--- config.mk ---
export PLATFORM = sky130hd
export DESIGN_NAME = pc_branch_unit
export DESIGN_NICKNAME = d
export VERILOG_FILES = /design/src/rtl/pc_branch_pkg.sv /design/src/rtl/pc_branch_ctrl.sv /design/src/rtl/pc_branch_dp.sv /design/src/rtl/pc_branch_unit.sv
export SDC_FILE = /design/constraint.sdc
export NUM_CORES = 1
export LEC_CHECK = 0
export ABC_CLOCK_PERIOD_IN_PS = 2100
export CAP_MARGIN = 5
export CORE_MARGIN = 10
export CORE_UTILIZATION = 35
export DETAILED_ROUTE_END_ITERATION = 8
export DONT_BUFFER_PORTS = 1
export SLEW_MARGIN = 20
export SYNTH_ARGS = -nofsm -noshare
export SYNTH_HDL_FRONTEND = slang
export SYNTH_SLANG_ARGS = --single-unit
--- constraint.sdc ---
create_clock -name clk -period 2.1 [get_ports clk]
set_input_delay 0.105 -clock clk [delete_from_list [all_inputs] [get_ports clk]]
set_output_delay 0.105 -clock clk [all_outputs]
set_load 0.05 [all_outputs]
--- src/rtl/pc_branch_pkg.sv ---
package pc_branch_pkg;
  localparam int XLEN       = 32;
  localparam int OP_W       = 6;
  localparam int RIDX_W     = 5;
  localparam int OFF_SHORT  = 16;
  localparam int OFF_LONG   = 26;
  localparam int INSTR_BYTES = 4;

  localparam logic [OP_W-1:0] OP_BR_EQ   = 6'd17;
  localparam logic [OP_W-1:0] OP_BR_SGT  = 6'd18;
  localparam logic [OP_W-1:0] OP_BR_SGE  = 6'd19;
  localparam logic [OP_W-1:0] OP_BR_UGE  = 6'd20;
  localparam logic [OP_W-1:0] OP_BR_UGT  = 6'd21;
  localparam logic [OP_W-1:0] OP_BR_NE   = 6'd23;
  localparam logic [OP_W-1:0] OP_JMP_REG = 6'd48;
  localparam logic [OP_W-1:0] OP_CALL_REG = 6'd54;
  localparam logic [OP_W-1:0] OP_JMP_IMM = 6'd56;
  localparam logic [OP_W-1:0] OP_CALL_IMM = 6'd62;

  localparam logic [RIDX_W-1:0] LINK_REG = 5'd29;
  localparam logic [RIDX_W-1:0] EXC_REG  = 5'd30;
  localparam logic [RIDX_W-1:0] BRK_REG  = 5'd31;

  typedef enum logic [1:0] {
    TGT_SEQ   = 2'd0,
    TGT_SHORT = 2'd1,
    TGT_LONG  = 2'd2,
    TGT_REG   = 2'd3
  } tgtSelE;

  typedef struct packed {
    tgtSelE tgtSel;
    logic   take;
    logic   link;
    logic   chkAlign;
    logic   subRet;
    logic   excRet;
    logic   brkRet;
  } pcStrobeT;
endpackage

--- src/rtl/pc_branch_ctrl.sv ---
module pc_branch_ctrl
  import pc_branch_pkg::*;
(
  input  logic              clk,
  input  logic              rstN,
  input  logic [OP_W-1:0]   opcode,
  input  logic [RIDX_W-1:0] srcIdx,
  input  logic              cmpEq,
  input  logic              cmpSgt,
  input  logic              cmpUgt,
  output pcStrobeT          strobe
);
  logic condHit;
  logic isCond;

  always_comb begin
    isCond  = 1'b1;
    condHit = 1'b0;
    case (opcode)
      OP_BR_EQ:  condHit = cmpEq;
      OP_BR_NE:  condHit = !cmpEq;
      OP_BR_SGT: condHit = cmpSgt;
      OP_BR_SGE: condHit = cmpSgt | cmpEq;
      OP_BR_UGT: condHit = cmpUgt;
      OP_BR_UGE: condHit = cmpUgt | cmpEq;
      default:   isCond  = 1'b0;
    endcase
  end

  always_comb begin
    strobe = '0;
    strobe.tgtSel = TGT_SEQ;
    if (isCond) begin
      strobe.take   = condHit;
      strobe.tgtSel = condHit ? TGT_SHORT : TGT_SEQ;
    end else begin
      case (opcode)
        OP_JMP_IMM: begin
          strobe.take   = 1'b1;
          strobe.tgtSel = TGT_LONG;
        end
        OP_CALL_IMM: begin
          strobe.take   = 1'b1;
          strobe.link   = 1'b1;
          strobe.tgtSel = TGT_LONG;
        end
        OP_JMP_REG: begin
          strobe.take     = 1'b1;
          strobe.chkAlign = 1'b1;
          strobe.tgtSel   = TGT_REG;
          strobe.subRet   = (srcIdx == LINK_REG);
          strobe.excRet   = (srcIdx == EXC_REG);
          strobe.brkRet   = (srcIdx == BRK_REG);
        end
        OP_CALL_REG: begin
          strobe.take     = 1'b1;
          strobe.link     = 1'b1;
          strobe.chkAlign = 1'b1;
          strobe.tgtSel   = TGT_REG;
        end
        default: ;
      endcase
    end
  end

  AST_LINK_NEEDS_TAKE: assert property (@(posedge clk) disable iff (!rstN)
    strobe.link |-> strobe.take);
  AST_RET_NOT_ON_CALL: assert property (@(posedge clk) disable iff (!rstN)
    strobe.link |-> !(strobe.subRet | strobe.excRet | strobe.brkRet));
  AST_SEQ_NOT_TAKEN: assert property (@(posedge clk) disable iff (!rstN)
    (strobe.tgtSel == TGT_SEQ) |-> !strobe.take);
endmodule

--- src/rtl/pc_branch_dp.sv ---
module pc_branch_dp
  import pc_branch_pkg::*;
#(
  parameter logic [XLEN-1:0] RESET_PC = '0
) (
  input  logic                clk,
  input  logic                rstN,
  input  logic                instValid,
  input  logic [XLEN-1:0]     curPc,
  input  logic [OFF_LONG-1:0] offField,
  input  logic [XLEN-1:0]     regA,
  input  logic [XLEN-1:0]     regB,
  input  pcStrobeT            strobe,
  output logic                cmpEq,
  output logic                cmpSgt,
  output logic                cmpUgt,
  output logic [XLEN-1:0]     nextPc,
  output logic                taken,
  output logic                linkWe,
  output logic [XLEN-1:0]     linkData,
  output logic                misaligned,
  output logic                subRet,
  output logic                excRet,
  output logic                brkRet
);
  localparam int WORD_SHIFT = $clog2(INSTR_BYTES);

  logic [XLEN-1:0] seqPc, shortTgt, longTgt, tgtPc;
  logic [XLEN-1:0] shortOff, longOff;

  assign cmpEq  = (regA == regB);
  assign cmpSgt = ($signed(regA) > $signed(regB));
  assign cmpUgt = (regA > regB);

  assign shortOff = XLEN'($signed(offField[OFF_SHORT-1:0])) << WORD_SHIFT;
  assign longOff  = XLEN'($signed(offField)) << WORD_SHIFT;
  assign seqPc    = curPc + XLEN'(INSTR_BYTES);
  assign shortTgt = curPc + shortOff;
  assign longTgt  = curPc + longOff;

  always_comb begin
    case (strobe.tgtSel)
      TGT_SHORT: tgtPc = shortTgt;
      TGT_LONG:  tgtPc = longTgt;
      TGT_REG:   tgtPc = regA;
      default:   tgtPc = seqPc;
    endcase
  end

  always_ff @(posedge clk or negedge rstN) begin
    if (!rstN) begin
      nextPc     <= RESET_PC;
      taken      <= 1'b0;
      linkWe     <= 1'b0;
      linkData   <= '0;
      misaligned <= 1'b0;
      subRet     <= 1'b0;
      excRet     <= 1'b0;
      brkRet     <= 1'b0;
    end else if (instValid) begin
      nextPc     <= tgtPc;
      taken      <= strobe.take;
      linkWe     <= strobe.link;
      linkData   <= seqPc;
      misaligned <= strobe.chkAlign && (regA[WORD_SHIFT-1:0] != '0);
      subRet     <= strobe.subRet;
      excRet     <= strobe.excRet;
      brkRet     <= strobe.brkRet;
    end else begin
      taken      <= 1'b0;
      linkWe     <= 1'b0;
      misaligned <= 1'b0;
      subRet     <= 1'b0;
      excRet     <= 1'b0;
      brkRet     <= 1'b0;
    end
  end

  AST_UNTAKEN_SEQ: assert property (@(posedge clk) disable iff (!rstN)
    ($past(instValid) && !taken) |-> nextPc == $past(curPc) + XLEN'(INSTR_BYTES));
  AST_IDLE_HOLD: assert property (@(posedge clk) disable iff (!rstN)
    !$past(instValid) |-> ($stable(nextPc) && !taken && !linkWe));
  AST_RET_ONEHOT: assert property (@(posedge clk) disable iff (!rstN)
    $onehot0({subRet, excRet, brkRet}));
  AST_MISALIGN_TGT: assert property (@(posedge clk) disable iff (!rstN)
    misaligned |-> (taken && nextPc[WORD_SHIFT-1:0] != '0));
  AST_LINK_RETADDR: assert property (@(posedge clk) disable iff (!rstN)
    linkWe |-> linkData == $past(curPc) + XLEN'(INSTR_BYTES));
endmodule

--- src/rtl/pc_branch_unit.sv ---
module pc_branch_unit
  import pc_branch_pkg::*;
#(
  parameter logic [31:0] RESET_PC = 32'h0000_0000
) (
  input  logic        clk,
  input  logic        rstN,
  input  logic        instValid,
  input  logic [31:0] curPc,
  input  logic [31:0] instWord,
  input  logic [31:0] regA,
  input  logic [31:0] regB,
  output logic [31:0] nextPc,
  output logic        taken,
  output logic        linkWe,
  output logic [4:0]  linkAddr,
  output logic [31:0] linkData,
  output logic        misaligned,
  output logic        subRet,
  output logic        excRet,
  output logic        brkRet
);
  pcStrobeT strobe;
  logic cmpEq, cmpSgt, cmpUgt;

  assign linkAddr = LINK_REG;

  pc_branch_ctrl u_ctrl (
    .clk    (clk),
    .rstN   (rstN),
    .opcode (instWord[XLEN-1 -: OP_W]),
    .srcIdx (instWord[XLEN-OP_W-1 -: RIDX_W]),
    .cmpEq  (cmpEq),
    .cmpSgt (cmpSgt),
    .cmpUgt (cmpUgt),
    .strobe (strobe)
  );

  pc_branch_dp #(.RESET_PC(RESET_PC)) u_dp (
    .clk        (clk),
    .rstN       (rstN),
    .instValid  (instValid),
    .curPc      (curPc),
    .offField   (instWord[OFF_LONG-1:0]),
    .regA       (regA),
    .regB       (regB),
    .strobe     (strobe),
    .cmpEq      (cmpEq),
    .cmpSgt     (cmpSgt),
    .cmpUgt     (cmpUgt),
    .nextPc     (nextPc),
    .taken      (taken),
    .linkWe     (linkWe),
    .linkData   (linkData),
    .misaligned (misaligned),
    .subRet     (subRet),
    .excRet     (excRet),
    .brkRet     (brkRet)
  );
endmodule

==> flow_summary_export.csv <==
group,metric,value,unit
run_status,run_status,"complete, but fails checks",
run_status,violations,"hold timing, setup timing",
timing,slew_violations,0,
layout,area_growth_syn_to_layout,44.4,%
timing,fmax,0.246,GHz
placed_design,globalplace.congestion,0.901,
global_routing,overflow,0,
logic_synthesis,synth-main-ff-cell,"dfrtp_1",
logic_synthesis,yosysUniqueCellTypes,79,
detailed_routing,viasPerCell,5.58,
timing,setup_viol,32,
power_and_ir_drop,vdd.ir_drop.worst,0.347,mV
detailed_routing,wl_per_cell,22.1,µm
detailed_routing,dr.first_iter.drc_count,526,
timing,fin_crit_sh,193,%
timing,max_slew.worst_pin.slew,0.590,ns
worst_setup_path,path_buf_inv,3,
logic_synthesis,syn_area_per_cell,8.26,µm²
worst_setup_path,rrSetupSlack,0.67,ns
timing,finalCriticalPeriod,4.06,ns
layout,multi_input_area,4770,µm²
logic_synthesis,synth-edff-count,0,
floorplan,initial_core_util,35.8,%
detailed_routing,routed-via-count,6386,
placed_design,dp_hpwl,19300,µm
global_routing,grt_pass1_vias,6278,
hold_path,min_to,"u_dp.nextPc[10]",
timing,rsz0062_at_grt,"yes",
global_routing,grtUsageTotal,20.6,%
cts,clk_path_buf_depth,2,
power_and_ir_drop,power_density,623,nW/µm²
placed_design,dpl_cell_area,7450,µm²
logic_synthesis,synth-async-reset-ratio,100,%
worst_setup_path,crit_required,2.38,ns
worst_setup_path,path_delay_family,"simple AND/OR/NAND/NOR gates",
cts,clockRootBuffer,"clkbuf_16",
worst_setup_path,critical_path_arrival,4.35,ns
timing,whs,-0.00679,ns
cts,cts_buffers,9,
placed_design,numPortBuffers,0,
floorplan,row_count,48,
floorplan,coreArea,17300,µm²
timing,setup_tns,-38.69,ns
floorplan,die_h,153,µm
worst_setup_path,r2r_cells,3,
cts,path_clk_slew,0.06,ns
worst_setup_path,max_stage_delay,0.48,ns
timing,hold_viol,2,
timing,skew,0,ns
hold_path,holdPathStages,2,
floorplan,die_x,153,µm
floorplan,io-pin-count,206,
cts,cts_tree,"yes",
timing,fin_ws,-1.96,ns
logic_synthesis,synthCells,749,
layout,register_area,1750,µm²
hold_path,holdCritStartpoint,"regA[10]",
cts,numClockSinks,70,
worst_setup_path,cp_max_fo,4,
worst_setup_path,path_cells,"inv_1 -> ha_4 -> nand4_1 -> nor4_2 -> buf_4 -> nand4_1 -> mux2i_1 -> nor2_1 -> a21oi_2 -> mux2_4 -> a21o_1 -> ha_4 -> nand2b_4 -> buf_6 -> nand2_2 -> ha_1 -> a21o_1 -> nand3_1 -> nand2_1 -> a2111oi_4 -> nor3_2 -> or4_1 -> nand3_1",
detailed_routing,drc_errors,0,
layout,drive_gt1_share,31.1,%
worst_setup_path,r2r_end,"u_dp.nextPc[30]",
cts,htreeDepth,3,
worst_setup_path,cp-start-kind,"primary input",
layout,fill_cells,1592,
global_routing,grt_max_degree,89,
cts,clk_latency,0.34,ns
worst_setup_path,crit_path_end_kind,"flip-flop",
hold_path,min_path_type,"primary input to flip-flop",
layout,final_nets,1114,
worst_setup_path,setup.worst_path.class,"primary input to flip-flop",
power_and_ir_drop,leakage,4.02,nW
logic_synthesis,ys_warn_count,0,
logic_synthesis,ys_seq_area_share,28.3,%
floorplan,die_area,23400,µm²
worst_setup_path,r2r-start,"u_dp.nextPc[30]",
detailed_routing,wirelength,25400,µm
detailed_routing,firstDrtPassIters,5,
timing,max_slew_margin,60.7,%
logic_synthesis,synth-seq-cells,70,
global_routing,grt_pass1_wl,37800,µm
run,cap_violations,0,
layout,design_area,8930,µm²
worst_setup_path,cp_slowest_cell,"or4_1",
global_routing,grt_antenna_before_repair,2,
logic_synthesis,syn_area,6180,µm²
detailed_routing,postRouteAntennaNets,0,
layout,post-route-util,51.6,%
-- worst max path at each step --
stage / from / to / slack (ns) / cells after the start
2_1_floorplan: regB[9] / u_dp.nextPc[30] / -2.32 / 23
3_3_place_gp: regB[9] / u_dp.nextPc[30] / -2.41 / 22
3_5_place_dp: regB[5] / u_dp.nextPc[30] / -2.52 / 22
4_1_cts: regB[9] / u_dp.nextPc[30] / -1.93 / 22
5_1_grt: regB[7] / u_dp.nextPc[30] / -2.23 / 23
6_report: regB[7] / u_dp.nextPc[30] / -1.96 / 23
-- area by class of cell --
| type | instances | share of cell area, % |
|---|---|---|
| Multi-Input combinational cell | 611 | 53.4 |
| Sequential cell | 70 | 19.6 |
| Timing Repair Buffer | 180 | 18.1 |
| Tap cell | 225 | 3.15 |
| Clock buffer | 10 | 2.68 |
| Inverter | 42 | 1.99 |
| Clock inverter | 6 | 0.953 |
| Antenna cell | 1 | 0.0280 |
-- Yosys cell counts, drive strengths merged (2+ instances only) --
cell type,n,area share [%]
nor2b,5,0.51
a221oi,10,1.5
o21ai,32,2.6
o31a,2,0.28
a211oi,7,1.0
nor4,5,0.51
xor2,25,3.5
nand2,69,4.2
or3,8,0.89
o21a,7,0.87
a21boi,2,0.24
o21bai,3,0.36
nand3,21,1.7
xnor2,23,3.3
and4,6,0.93
nand2b,6,0.61
clkbuf,17,1.0
conb,2,0.12
nand4,15,1.9
a22oi,3,0.36
a2111oi,2,0.59
dfrtp,70,28
mux2,12,2.2
o31ai,3,0.44
a222oi,3,0.49
nor2,103,6.3
o211ai,7,0.85
ha,68,14
o22ai,6,0.61
a21o,22,2.7
a221o,7,1.2
inv,41,2.5
and3,11,1.2
nor3,15,1.6
a21oi,65,5.3
or3b,2,0.28
buf,12,1.2
o32a,2,0.32
a41oi,2,0.28
a31oi,9,0.91
-- timing repair --
| item | in CTS | in global routing |
|---|---|---|
| pin swaps | 36 | 28 |
| setup endpoints to repair | 32 | 33 |
| hold buffers | 29 | 0 |
| endpoints found under the hold margin | 134 | 0 |
| buffers inserted | 15 | 7 |
| cloned | 2 | 0 |
| resized for setup | 79 | 43 |
-- report_power, final --
group / switching (W) / total [W] / internal (W)
sequential: 0.000642 / 0.00212 / 0.00148
clock: 0.000643 / 0.00171 / 0.00107
combinational: 0.000859 / 0.00172 / 0.000865
-- layer usage --
metal  up-vias  wire length, µm  global-route usage [%]
met5         -               20                       0
met4         2             1100                    10.4
met3        56             2300                    7.07
met2       261            12000                    33.1
met1      3015             9970                    23.8
li1       3052                -                       -
-- sequential cells by signal, indices dropped and copies added, names as in the netlist --
register and cells:
u_dp.excRet 1, u_dp.taken 1, u_dp.linkWe 1, u_dp.nextPc 32
u_dp.brkRet 1, u_dp.subRet 1, u_dp.misaligned 1, u_dp.linkData 32
-- cell usage in the layout, fill, tap and decap left out, types with 11 or more instances in the layout --
| master | netlist | layout |
|---|---|---|
| ha_4 | 0 | 14 |
| nand4_1 | 13 | 13 |
| xnor2_1 | 23 | 21 |
| dlygate4sd3_1 | 0 | 27 |
| dfrtp_1 | 70 | 70 |
| buf_6 | 1 | 13 |
| o21ai_0 | 21 | 16 |
| xor2_1 | 25 | 25 |
| nor2_1 | 103 | 102 |
| nand2_1 | 69 | 55 |
| a21oi_1 | 65 | 53 |
| nand2_2 | 0 | 11 |
| inv_1 | 40 | 38 |
| buf_4 | 6 | 129 |
| o21ai_1 | 11 | 12 |
| ha_1 | 68 | 54 |
| nand3_1 | 21 | 19 |
| a21o_1 | 21 | 21 |
-- cell families after synthesis --
| family | after synthesis | synth area share, % |
|---|---|---|
| AND/OR/NAND/NOR | 272 | 21.2 |
| AO/OA/AOI/OAI | 204 | 22.3 |
| buffers and inverters | 71 | 4.79 |
| flip-flops | 70 | 28.3 |
| adder cells (fa/ha/maj) | 69 | 14.1 |
| XOR/XNOR | 48 | 6.80 |
| multiplexers | 13 | 2.35 |
| other | 2 | 0.121 |
-- worst reg2reg max path: stages (launching register included) --
cell and delay [ns]:
dfrtp_1 0.71, o211ai_1 0.16, or4_1 0.43, nand3_1 0.08
-- metrics by stage --
| stage | cells | total power [W] | setup slack [ns] |
|---|---|---|---|
| after CTS | 1137 | 0.00551 | -1.93 |
| after global placement | 1077 | 0.00349 | -2.41 |
| after global routing | 1145 | 0.00583 | -2.23 |
| after floorplan | 752 | 0.00302 | -2.32 |
| final | 1145 | 0.00556 | -1.96 |
| after detailed placement | 1077 | 0.00350 | -2.52 |
Power figures use the tool's default switching activity.
